==> src/rtl/buserr_router.sv <==
module buserr_router #(
  parameter int DATA_W  = 8,
  parameter int ADDR_W  = 2,
  parameter int NUM_SRC = 5,
  parameter int MID_W   = 2
) (
  input  logic                         clk_i,
  input  logic                         rst_ni,
  input  logic                         wr_en_i,
  input  logic [ADDR_W-1:0]            addr_i,
  input  logic [DATA_W-1:0]            wdata_i,
  output logic [DATA_W-1:0]            rdata_o,
  input  logic [NUM_SRC-1:0]           err_evt_i,
  input  logic [MID_W-1:0]             evt_mid_i,
  input  logic                         evt_mid_vld_i,
  output logic                         irq_o,
  output logic [(2**MID_W)-2:0]        mcheck_o
);
  localparam int NUM_CPU = (2**MID_W) - 1;
  localparam int OVF_BIT = DATA_W - 1;
  localparam logic [ADDR_W-1:0] A_STAT = ADDR_W'(0);
  localparam logic [ADDR_W-1:0] A_MCEN = ADDR_W'(1);
  localparam logic [ADDR_W-1:0] A_INTE = ADDR_W'(2);
  localparam logic [ADDR_W-1:0] A_ATTR = ADDR_W'(3);

  logic [NUM_SRC-1:0] err_q, inten_q, mcen_q;
  logic [MID_W-1:0]   dflt_q, mid_q;
  logic               ovf_q, mid_vld_q;

  logic               stat_wr;
  logic [NUM_SRC-1:0] err_kept;
  logic               evt_any, first_evt;

  assign stat_wr   = wr_en_i && (addr_i == A_STAT);
  assign err_kept  = stat_wr ? (err_q & ~wdata_i[NUM_SRC-1:0]) : err_q;
  assign evt_any   = |err_evt_i;
  assign first_evt = evt_any && (err_kept == '0);

  always_ff @(posedge clk_i or negedge rst_ni) begin
    if (!rst_ni) begin
      err_q     <= '0;
      ovf_q     <= 1'b0;
      mid_q     <= '0;
      mid_vld_q <= 1'b0;
    end else begin
      if (first_evt) begin
        err_q     <= err_evt_i;
        mid_q     <= evt_mid_i;
        mid_vld_q <= evt_mid_vld_i;
      end else begin
        err_q <= err_kept;
      end
      if (evt_any && !first_evt)
        ovf_q <= 1'b1;
      else if (stat_wr && wdata_i[OVF_BIT])
        ovf_q <= 1'b0;
    end
  end

  always_ff @(posedge clk_i or negedge rst_ni) begin
    if (!rst_ni) begin
      inten_q <= '0;
      mcen_q  <= '0;
      dflt_q  <= '0;
    end else if (wr_en_i) begin
      if (addr_i == A_INTE) inten_q <= wdata_i[NUM_SRC-1:0];
      if (addr_i == A_MCEN) begin
        mcen_q <= wdata_i[NUM_SRC-1:0];
        dflt_q <= wdata_i[DATA_W-1 -: MID_W];
      end
    end
  end

  always_comb begin
    rdata_o = '0;
    case (addr_i)
      A_STAT: begin
        rdata_o[NUM_SRC-1:0] = err_q;
        rdata_o[OVF_BIT]     = ovf_q;
      end
      A_MCEN: begin
        rdata_o[NUM_SRC-1:0]         = mcen_q;
        rdata_o[DATA_W-1 -: MID_W]   = dflt_q;
      end
      A_INTE: rdata_o[NUM_SRC-1:0] = inten_q;
      A_ATTR: begin
        rdata_o[MID_W-1:0] = mid_q;
        rdata_o[MID_W]     = mid_vld_q;
      end
      default: rdata_o = '0;
    endcase
  end

  logic             mc_any, use_mid;
  logic [MID_W-1:0] tgt;

  assign irq_o   = |(err_q & inten_q);
  assign mc_any  = |(err_q & mcen_q);
  assign use_mid = mid_vld_q && (mid_q != '1);
  assign tgt     = use_mid ? mid_q : dflt_q;

  for (genvar i = 0; i < NUM_CPU; i++) begin : g_mc
    localparam logic [MID_W-1:0] IDX = MID_W'(i);
    assign mcheck_o[i] = mc_any && (tgt == IDX);
  end

  logic unused_wbits;
  assign unused_wbits = ^wdata_i[DATA_W-MID_W-1:NUM_SRC];
endmodule

==> config.mk <==
export PLATFORM = sky130hd
export DESIGN_NAME = buserr_router
export DESIGN_NICKNAME = d
export VERILOG_FILES = /design/src/rtl/buserr_router.sv
export SDC_FILE = /design/constraint.sdc
export NUM_CORES = 1
export LEC_CHECK = 0
export ABC_CLOCK_PERIOD_IN_PS = 1900
export BUFFER_PORTS_ARGS = -buffer_cell sky130_fd_sc_hd__buf_2
export CAP_MARGIN = 30
export CORE_MARGIN = 4
export CORE_UTILIZATION = 50
export CTS_BUF_LIST = sky130_fd_sc_hd__clkbuf_8 sky130_fd_sc_hd__clkbuf_16
export CTS_CLUSTER_DIAMETER = 40
export DETAILED_ROUTE_END_ITERATION = 8
export HOLD_SLACK_MARGIN = 0.12
export MAX_ROUTING_LAYER = met4
export PLACE_DENSITY_LB_ADDON = 0.2
export SLEW_MARGIN = 20
export SYNTH_ARGS = -nofsm -noshare
export SYNTH_HDL_FRONTEND = slang
export SYNTH_SLANG_ARGS = --single-unit
==> constraint.sdc <==
create_clock -name clk_i -period 1.9 [get_ports clk_i]
set_input_delay 0.38 -clock clk_i [delete_from_list [all_inputs] [get_ports clk_i]]
set_output_delay 0.38 -clock clk_i [all_outputs]
set_load 0.01 [all_outputs]
After elaboration in Yosys (flattened, before gate mapping)
Cells that the tools add are included.

Bits in registers: 21. Input port bits: 21.

Multiplexer cells: 9. Eq/ne operators: 6. Reductions and logical operators: 18. Bitwise operators: 4.

Operators by type and width (count): AND 5 bit (3); OR reduction 5 bit (3); case mux 3 bit (4 select lines) (1); two-way mux 5 bit (2); logical AND 1 bit (8); == test 2 bit (second input constant) (3); case mux 2 bit (3 select lines) (1); zero test 5 bit (1); NOT 5 bit (1); == test 2 x 1 -> 1 bit (second input constant) (2); zero test 2 bit (2); AND reduction 2 bit (2); two-way mux 1 bit (3); two-way mux 2 bit (1); inequality test 2 bit (second input constant) (1); case mux 1 bit (2 select lines) (1); nonzero test 2 bit (1); zero test 1 bit (1).

Longest topological paths before layout
Gate-level depths: netlist of run 1.

Depth after elaboration: 8. Mapped depth: 5. Mapped depth without buffers: 4.

Worst setup path after synthesis of run 1
OpenSTA, ideal clock, no wires.

Path type: input to output. Start point: in addr_i[1]. End point: out rdata_o[0]. Data arrival time: 1279 ps. Required time: 1520 ps. Cell stages on the path: 2. Path buffers: 1. Slack: 241 ps. Cell sequence: buf_1 mux4_2.

Cells in the longest elaborated chain, start to end: 2. Elaborated cells on any way between the ends: 5. Those cells by class: eq/ne: 3; mux: 1; reduce/logical: 1.

RTL lines: start: declaration (line 10) `input logic [ADDR_W-1:0] addr_i,`; == test 2 bit (tied with other cells) (line 76) `case (addr_i)`; case mux 3 bit (4 select lines) (*) (line 76); end: declaration (line 12) `output logic [DATA_W-1:0] rdata_o,`.

Every way passes the cells marked *; elsewhere a longest branch is shown, timed or not.

Worst setup path after layout of run 1
Start point: reg err_q[1]. End point: out mcheck_o[2].

Cells in the longest elaborated chain, start to end: 3.

RTL lines: start: declaration (line 26) `logic [NUM_SRC-1:0] err_q, inten_q, mcen_q;`; start signal: assignment (line 47) `err_q <= err_evt_i;`; start signal: assignment (line 51) `err_q <= err_kept;`; AND 5 bit (line 98) `assign mc_any = |(err_q & mcen_q);`; OR reduction 5 bit (line 98); logical AND 1 bit (line 104) `assign mcheck_o[i] = mc_any && (tgt == IDX);`; end: declaration (line 17) `output logic [(2**MID_W)-2:0] mcheck_o`.

No other way between the ends.

==> results of run 1 <==
==> metrics by stage <==
stage,cells,TNS [ps]
floorplan,92,0
global placement,157,0
detailed placement,157,-120.2
CTS,163,-417.1
global route,163,-725.3
finish,163,-339.4
==> kinds of logic after synthesis <==
| kind of cell | count (synthesis) |
|---|---|
| AND/OR/NAND/NOR | 27 |
| multiplexers | 21 |
| flip-flops | 21 |
| AO/OA/AOI/OAI | 18 |
| buffers and inverters | 4 |
| other | 1 |
==> report_power, final <==
part	internal (mW)	switching (mW)	leakage [nW]
Combinational	0.422	0.332	0.389
Sequential	0.583	0.137	0.246
Clock	0.144	0.144	0.0269
==> flip-flops by register name, indices dropped and copies added, names as in the netlist <==
signal,cells
mid_vld_q,1
dflt_q,2
ovf_q,1
mid_q,2
err_q,5
inten_q,5
mcen_q,5
==> area by class of cell <==
cell class | instances | area share
multi-input cells | 67 | 0.4081
clock inverters | 1 | 0.002588
well taps | 27 | 0.02330
repair buffers | 43 | 0.1726
inverters | 1 | 0.002588
flip-flops and latches | 21 | 0.3624
clock buffers | 3 | 0.02847
==> cells in the final DEF (no fill, tap or decap), drive strengths merged <==
cell,instances
o21ai,3
buf,42
a222oi,3
clkbuf,3
nand4bb,5
a21boi,1
mux2,15
dfrtp,21
nor3,1
a211oi,1
nand3b,1
mux4,3
o32a,1
a22oi,2
a22o,6
nand3,2
conb,1
a221oi,1
and2,2
mux2i,3
nor2b,3
inv,2
nand2,6
dlygate4sd3,1
nand2b,2
nor2,5
==> worst register-to-register path: cells and delay by family, from the launching register on <==
| kind | cells | cell delay (ps) |
|---|---|---|
| flip-flops | 1 | 390 |
| multiplexers | 1 | 370 |
| AO/OA/AOI/OAI | 1 | 350 |
| AND/OR/NAND/NOR | 1 | 240 |
| buffers and inverters | 1 | 150 |
==> per-layer routing <==
metal  share of wire  track usage
met5               0            -
met2            0.51       0.3260
met1            0.42       0.2232
met3           0.058      0.04895
met4           0.013      0.08681
==> worst min-delay path by stage <==
stage                      start         to  slack, ps  depth (start not counted)
floorplan                 rst_ni  dflt_q[0]         80                          0
global placement          rst_ni   err_q[0]        350                          1
detailed placement        rst_ni   err_q[0]        360                          1
CTS                 evt_mid_i[0]   mid_q[0]        320                          2
global route        evt_mid_i[0]   mid_q[0]        320                          2
finish              evt_mid_i[0]   mid_q[0]        320                          2
==> repair_timing <==
item,4_1_cts,5_1_grt
hold buffers,1,0
hold endpoints to repair,21,0
pin swaps,2,1
buffers inserted,1,0
endpoints found under the setup margin,3,3
resized for setup,2,0
==> results.yml, run 1 <==
floorplanning:
  core-area_um2: 2042
  die_h_um: 55.43
  die_x_um: 55.43
  design.portCount: 33
  fp.dieArea_um2: 3072
  start_util: 0.5509
  row_count: 16
status:
  violations: "negative setup slack"
  status: "complete, but fails checks"
drt:
  firstDrtPassIters: 4
  drt_iter0_markers: 35
  wl_per_cell_um: 17.15
  drc: 0
  drt_wl_total_um: 2796
  antenna_left: 0
  vias: 969
  via_per_inst: 5.945
power:
  irDropWorstVdd_uv: 790.7
  power_mw: 1.763
  p_leak_nw: 0.6626
  powerDensity_nw_per_um2: 1216
sta:
  fmax_mhz: 496.1
  whs_ps: 321.8
  slew_viol_final: 0
  period_needed_ps: 2016
  fin_ws_ps: -115.8
  period_share: 1.061
  clock_skew_ps: 4.432
  hold_viol_final: 0
  setup_violations: 3
  rsz0062_at_grt: "yes"
cells_and_area:
  multi_input_area_um2: 591.8
  n_antenna_cell: 0
  fin_nets: 158
  fin_area_um2: 1450
  fin_util: 0.7102
  drive_above_1_share: 0.4559
  area_delta_synth_final_pct: 28.92
  n_fill_cell: 173
  seqCellArea_um2: 525.5
yosys:
  synthAdderAreaFrac: 0
  yosysWarnings: 0
  synthXorXnorAreaFrac: 0
  synth_common_cells: "dfrtp_1, mux2_2, a22o_1, nand2_1"
  synth_flop_cell: "dfrtp_1"
  yosysMostFrequentCell: "dfrtp_1"
  yosysUniqueCellTypes: 26
  avgSynthCellArea_um2: 12.23
  synthMuxAreaShare: 0.2369
  syn-cell-area_um2: 1125
  synthSimpleGateAreaFrac: 0.1457
  ys_seq_area_frac: 0.4672
  synth_edf_count: 0
  async_flop_share: 1.000
  ys_top_cells_by_area: "dfrtp_1, mux2_2, mux4_2, nand4bb_1, a22o_1"
  synthesis.nets: 113
  synthCells: 92
  ys_ff_latch: 21
  synth_top_family_by_area: "multiplexers"
  synth_top_area_share: 0.4672
  synth_compound_area_frac: 0.1301
  synth_largest_area_cell: "dfrtp_1"
setup_path:
  cp-end-kind: "output port"
  cp_cell_sequence: "a222oi_1 > inv_1 > a221oi_2 > buf_4 > a211oi_2 > buf_2"
  path_max_fanout: 3
  startpoint: "err_q[1]"
  cp_num_cells: 6
  startpoint_type: "flip-flop"
  critPathBufInv: 3
  reg2reg_slack_ps: 280
  crit_end: "mcheck_o[2]"
  worstReg2RegStart: "err_q[0]"
  critical_path.max_stage_delay_ps: 380
  r2r.worst_path.cells: 4
  cp.required_ps: 1520
  crit_family: "compound AO/OA/AOI/OAI gates"
  cp.arrival_ps: 1640
  cpMaxStageDelayCell: "dfrtp_1"
  r2r-end: "mid_q[1]"
  path_class: "reg -> out"
global_routing:
  grt_pass1_wl_um: 4678
  gr-total-overflow: 0
  antenna_found_initial: 0
  grt_max_degree: 22
  grt_pass1_vias: 1034
  grtUsageTotal: 0.1964
clocking:
  numCtsBuffers: 3
  root_buffer: "clkbuf_8"
  clockBufferDepth: 2
  insertion_delay_ps: 260
  cts_tree: "yes"
  cts_sinks: 21
  htreeDepth: 1
  clkTransAtPathRegs_ps: 80
job:
  maxCapViolations: 0
placed_design:
  dp_hpwl_um: 2171
  dpl_cell_area_um2: 1376
  place_ws_ps: -48.21
  port_buffers: 30
  gp_congestion: 0.9176
worst_hold_path:
  worstHoldPathType: "in -> reg"
(Power assumes the default switching activity.)
==> run 2, diff against run 1 <==
Settings changed: ABC_AREA set to 1, CORE_UTILIZATION 50 to 51.
==> results.yml, run 2 <==
status:
  status: "finished, final reports clean"
floorplanning:
  start_util: 0.5389
  design.portCount: 33
  row_count: 17
  fp.dieArea_um2: 3201
  die_h_um: 56.58
  die_x_um: 56.58
  core-area_um2: 2233
sta:
  setup_violations: 0
  fmax_mhz: 543.2
  period_needed_ps: 1841
  period_share: 0.9689
  slew_viol_final: 0
  clock_skew_ps: 9.422
  hold_viol_final: 0
setup_path:
  startpoint_type: "flip-flop"
  path_max_fanout: 4
  cp.required_ps: 1520
  path_class: "reg -> out"
  cp.arrival_ps: 1460
  cp-end-kind: "output port"
power:
  powerDensity_nw_per_um2: 1195
  power_frac_clock: 0.171
  irDropWorstVdd_uv: 854.7
  switchingPower_uw: 724.1
  p_int_mw: 1.047
  seq_power_share: 0.396
  p_sw_frac: 0.4089
  power_mw: 1.771
  p_leak_nw: 0.7923
  combinationalPowerShare: 0.433
drt:
  firstDrtPassIters: 4
  antenna_left: 0
  via_per_inst: 5.156
  drt_wl_total_um: 2607
  vias: 1124
  wl_per_cell_um: 11.96
  drc: 0
  drt_iter0_markers: 35
yosys:
  avgSynthCellArea_um2: 7.919
  syn-cell-area_um2: 1204
  synth_top_area_share: 0.4366
  synth_common_cells: "nand2_1, dfrtp_1, inv_1, o21ai_0, nand3_1"
  yosysUniqueCellTypes: 27
  ys_seq_area_frac: 0.4366
  yosysMostFrequentCell: "nand2_1"
  synthCells: 152
  synth_edf_count: 0
  synthesis.nets: 173
  synth_flop_cell: "dfrtp_1"
  synth_largest_area_cell: "dfrtp_1"
  async_flop_share: 1.000
  yosysWarnings: 0
  ys_top_cells_by_area: "dfrtp_1, nand2_1, o21ai_0, nand3_1, inv_1"
  ys_ff_latch: 21
clocking:
  cts_sinks: 21
  htreeDepth: 1
  clockBufferDepth: 2
  root_buffer: "clkbuf_8"
  cts_tree: "yes"
  clkTransAtPathRegs_ps: 90
  insertion_delay_ps: 270
  numCtsBuffers: 3
placed_design:
  dp_hpwl_um: 2007
  dpl_cell_area_um2: 1380
  port_buffers: 30
  gp_congestion: 0.8613
cells_and_area:
  n_antenna_cell: 0
  fin_nets: 212
  area_delta_synth_final_pct: 23.08
  most-common-layout-cells: "nand2_1, buf_2, dfrtp_1"
  fin_util: 0.6633
  multi_input_area_um2: 613.1
  drive_above_1_share: 0.3211
  fin_area_um2: 1481
  seqCellArea_um2: 525.5
  mostFrequentLayoutCell: "nand2_1"
  top_regs: "err_q x5, inten_q x5, mcen_q x5"
  n_fill_cell: 200
global_routing:
  grt_pass1_wl_um: 4381
  antenna_found_initial: 0
  gr-total-overflow: 0
  grtUsageTotal: 0.1777
  grt_pass1_vias: 1016
  grt_max_degree: 22
job:
  maxCapViolations: 0
worst_hold_path:
  worstHoldPathType: "in -> reg"
## run 2: critical path: stages, from the launching register on
cell     delay [ps]
dfrtp_1         450
a22o_1          250
nor2_1          230
nor3_1          100
buf_2           150
## run 2: per-layer routing
layer  vias up  wire [um]  global-route usage
li1        570          -                   -
met1       521       1174              0.2203
met2        28       1274              0.2871
met3         5        123             0.03448
met4         0         35             0.06441
met5         -          0                   -
## run 2: logic make-up (layout without fill, tap and decap cells)
| kind of cell | after synthesis | count (layout) | synth area share |
|---|---|---|---|
| AOI/OAI and AO/OA | 19 | 19 | 0.09772 |
| buffers and inverters | 17 | 55 | 0.06651 |
| DFF | 21 | 21 | 0.4366 |
| muxes | 1 | 1 | 0.008316 |
| other | 1 | 1 | 0.003116 |
| and+or+nand+nor | 93 | 93 | 0.3877 |
## run 2: cell type report
type,instances,area share
inverter,13,0.03294
multi-input combinational,114,0.4139
timing repair buffer,38,0.1436
clock buffer,3,0.02787
sequential,21,0.3547
tap,28,0.02365
clock inverter,1,0.003378
## run 2: worst paths after layout
path	cells after the start	to	from	slack, ps
setup / recovery	4	mcheck_o[2]	err_q[4]	60
hold / removal	3	err_q[3]	err_evt_i[3]	350
setup reg to reg	6	mid_q[1]	err_q[2]	810
hold reg to reg	2	ovf_q	ovf_q	520
max in group asynchronous	2	dflt_q[1]	rst_ni	980
min in group asynchronous	2	inten_q[2]	rst_ni	580
## run 2: through the flow
step | std cells | hold slack, ps | setup TNS (ps) | worst slack, ps
after floorplan | 152 | 84.41 | 0 | 424.8
after global placement | 209 | 353.5 | 0 | 277.9
after detailed placement | 209 | 362.5 | 0 | 266.6
after CTS | 214 | 346.6 | 0 | 12.65
after global routing | 218 | 364.5 | -17.37 | -17.37
final | 218 | 348.9 | 0 | 59.02
## run 2: power groups by stage
stage,logic [mW],registers [mW],clock network [mW]
floorplan,0.526,0.666,0
global placement,0.675,0.700,0
detailed placement,0.692,0.706,0
CTS,0.695,0.697,0.308
global route,0.857,0.717,0.329
finish,0.767,0.702,0.303
## run 2: timing repair
item	in CTS	in global routing
buffers inserted	0	4
hold buffers	1	0
gates resized for setup	0	4
endpoints found under the hold margin	21	0
setup endpoints to repair	0	2
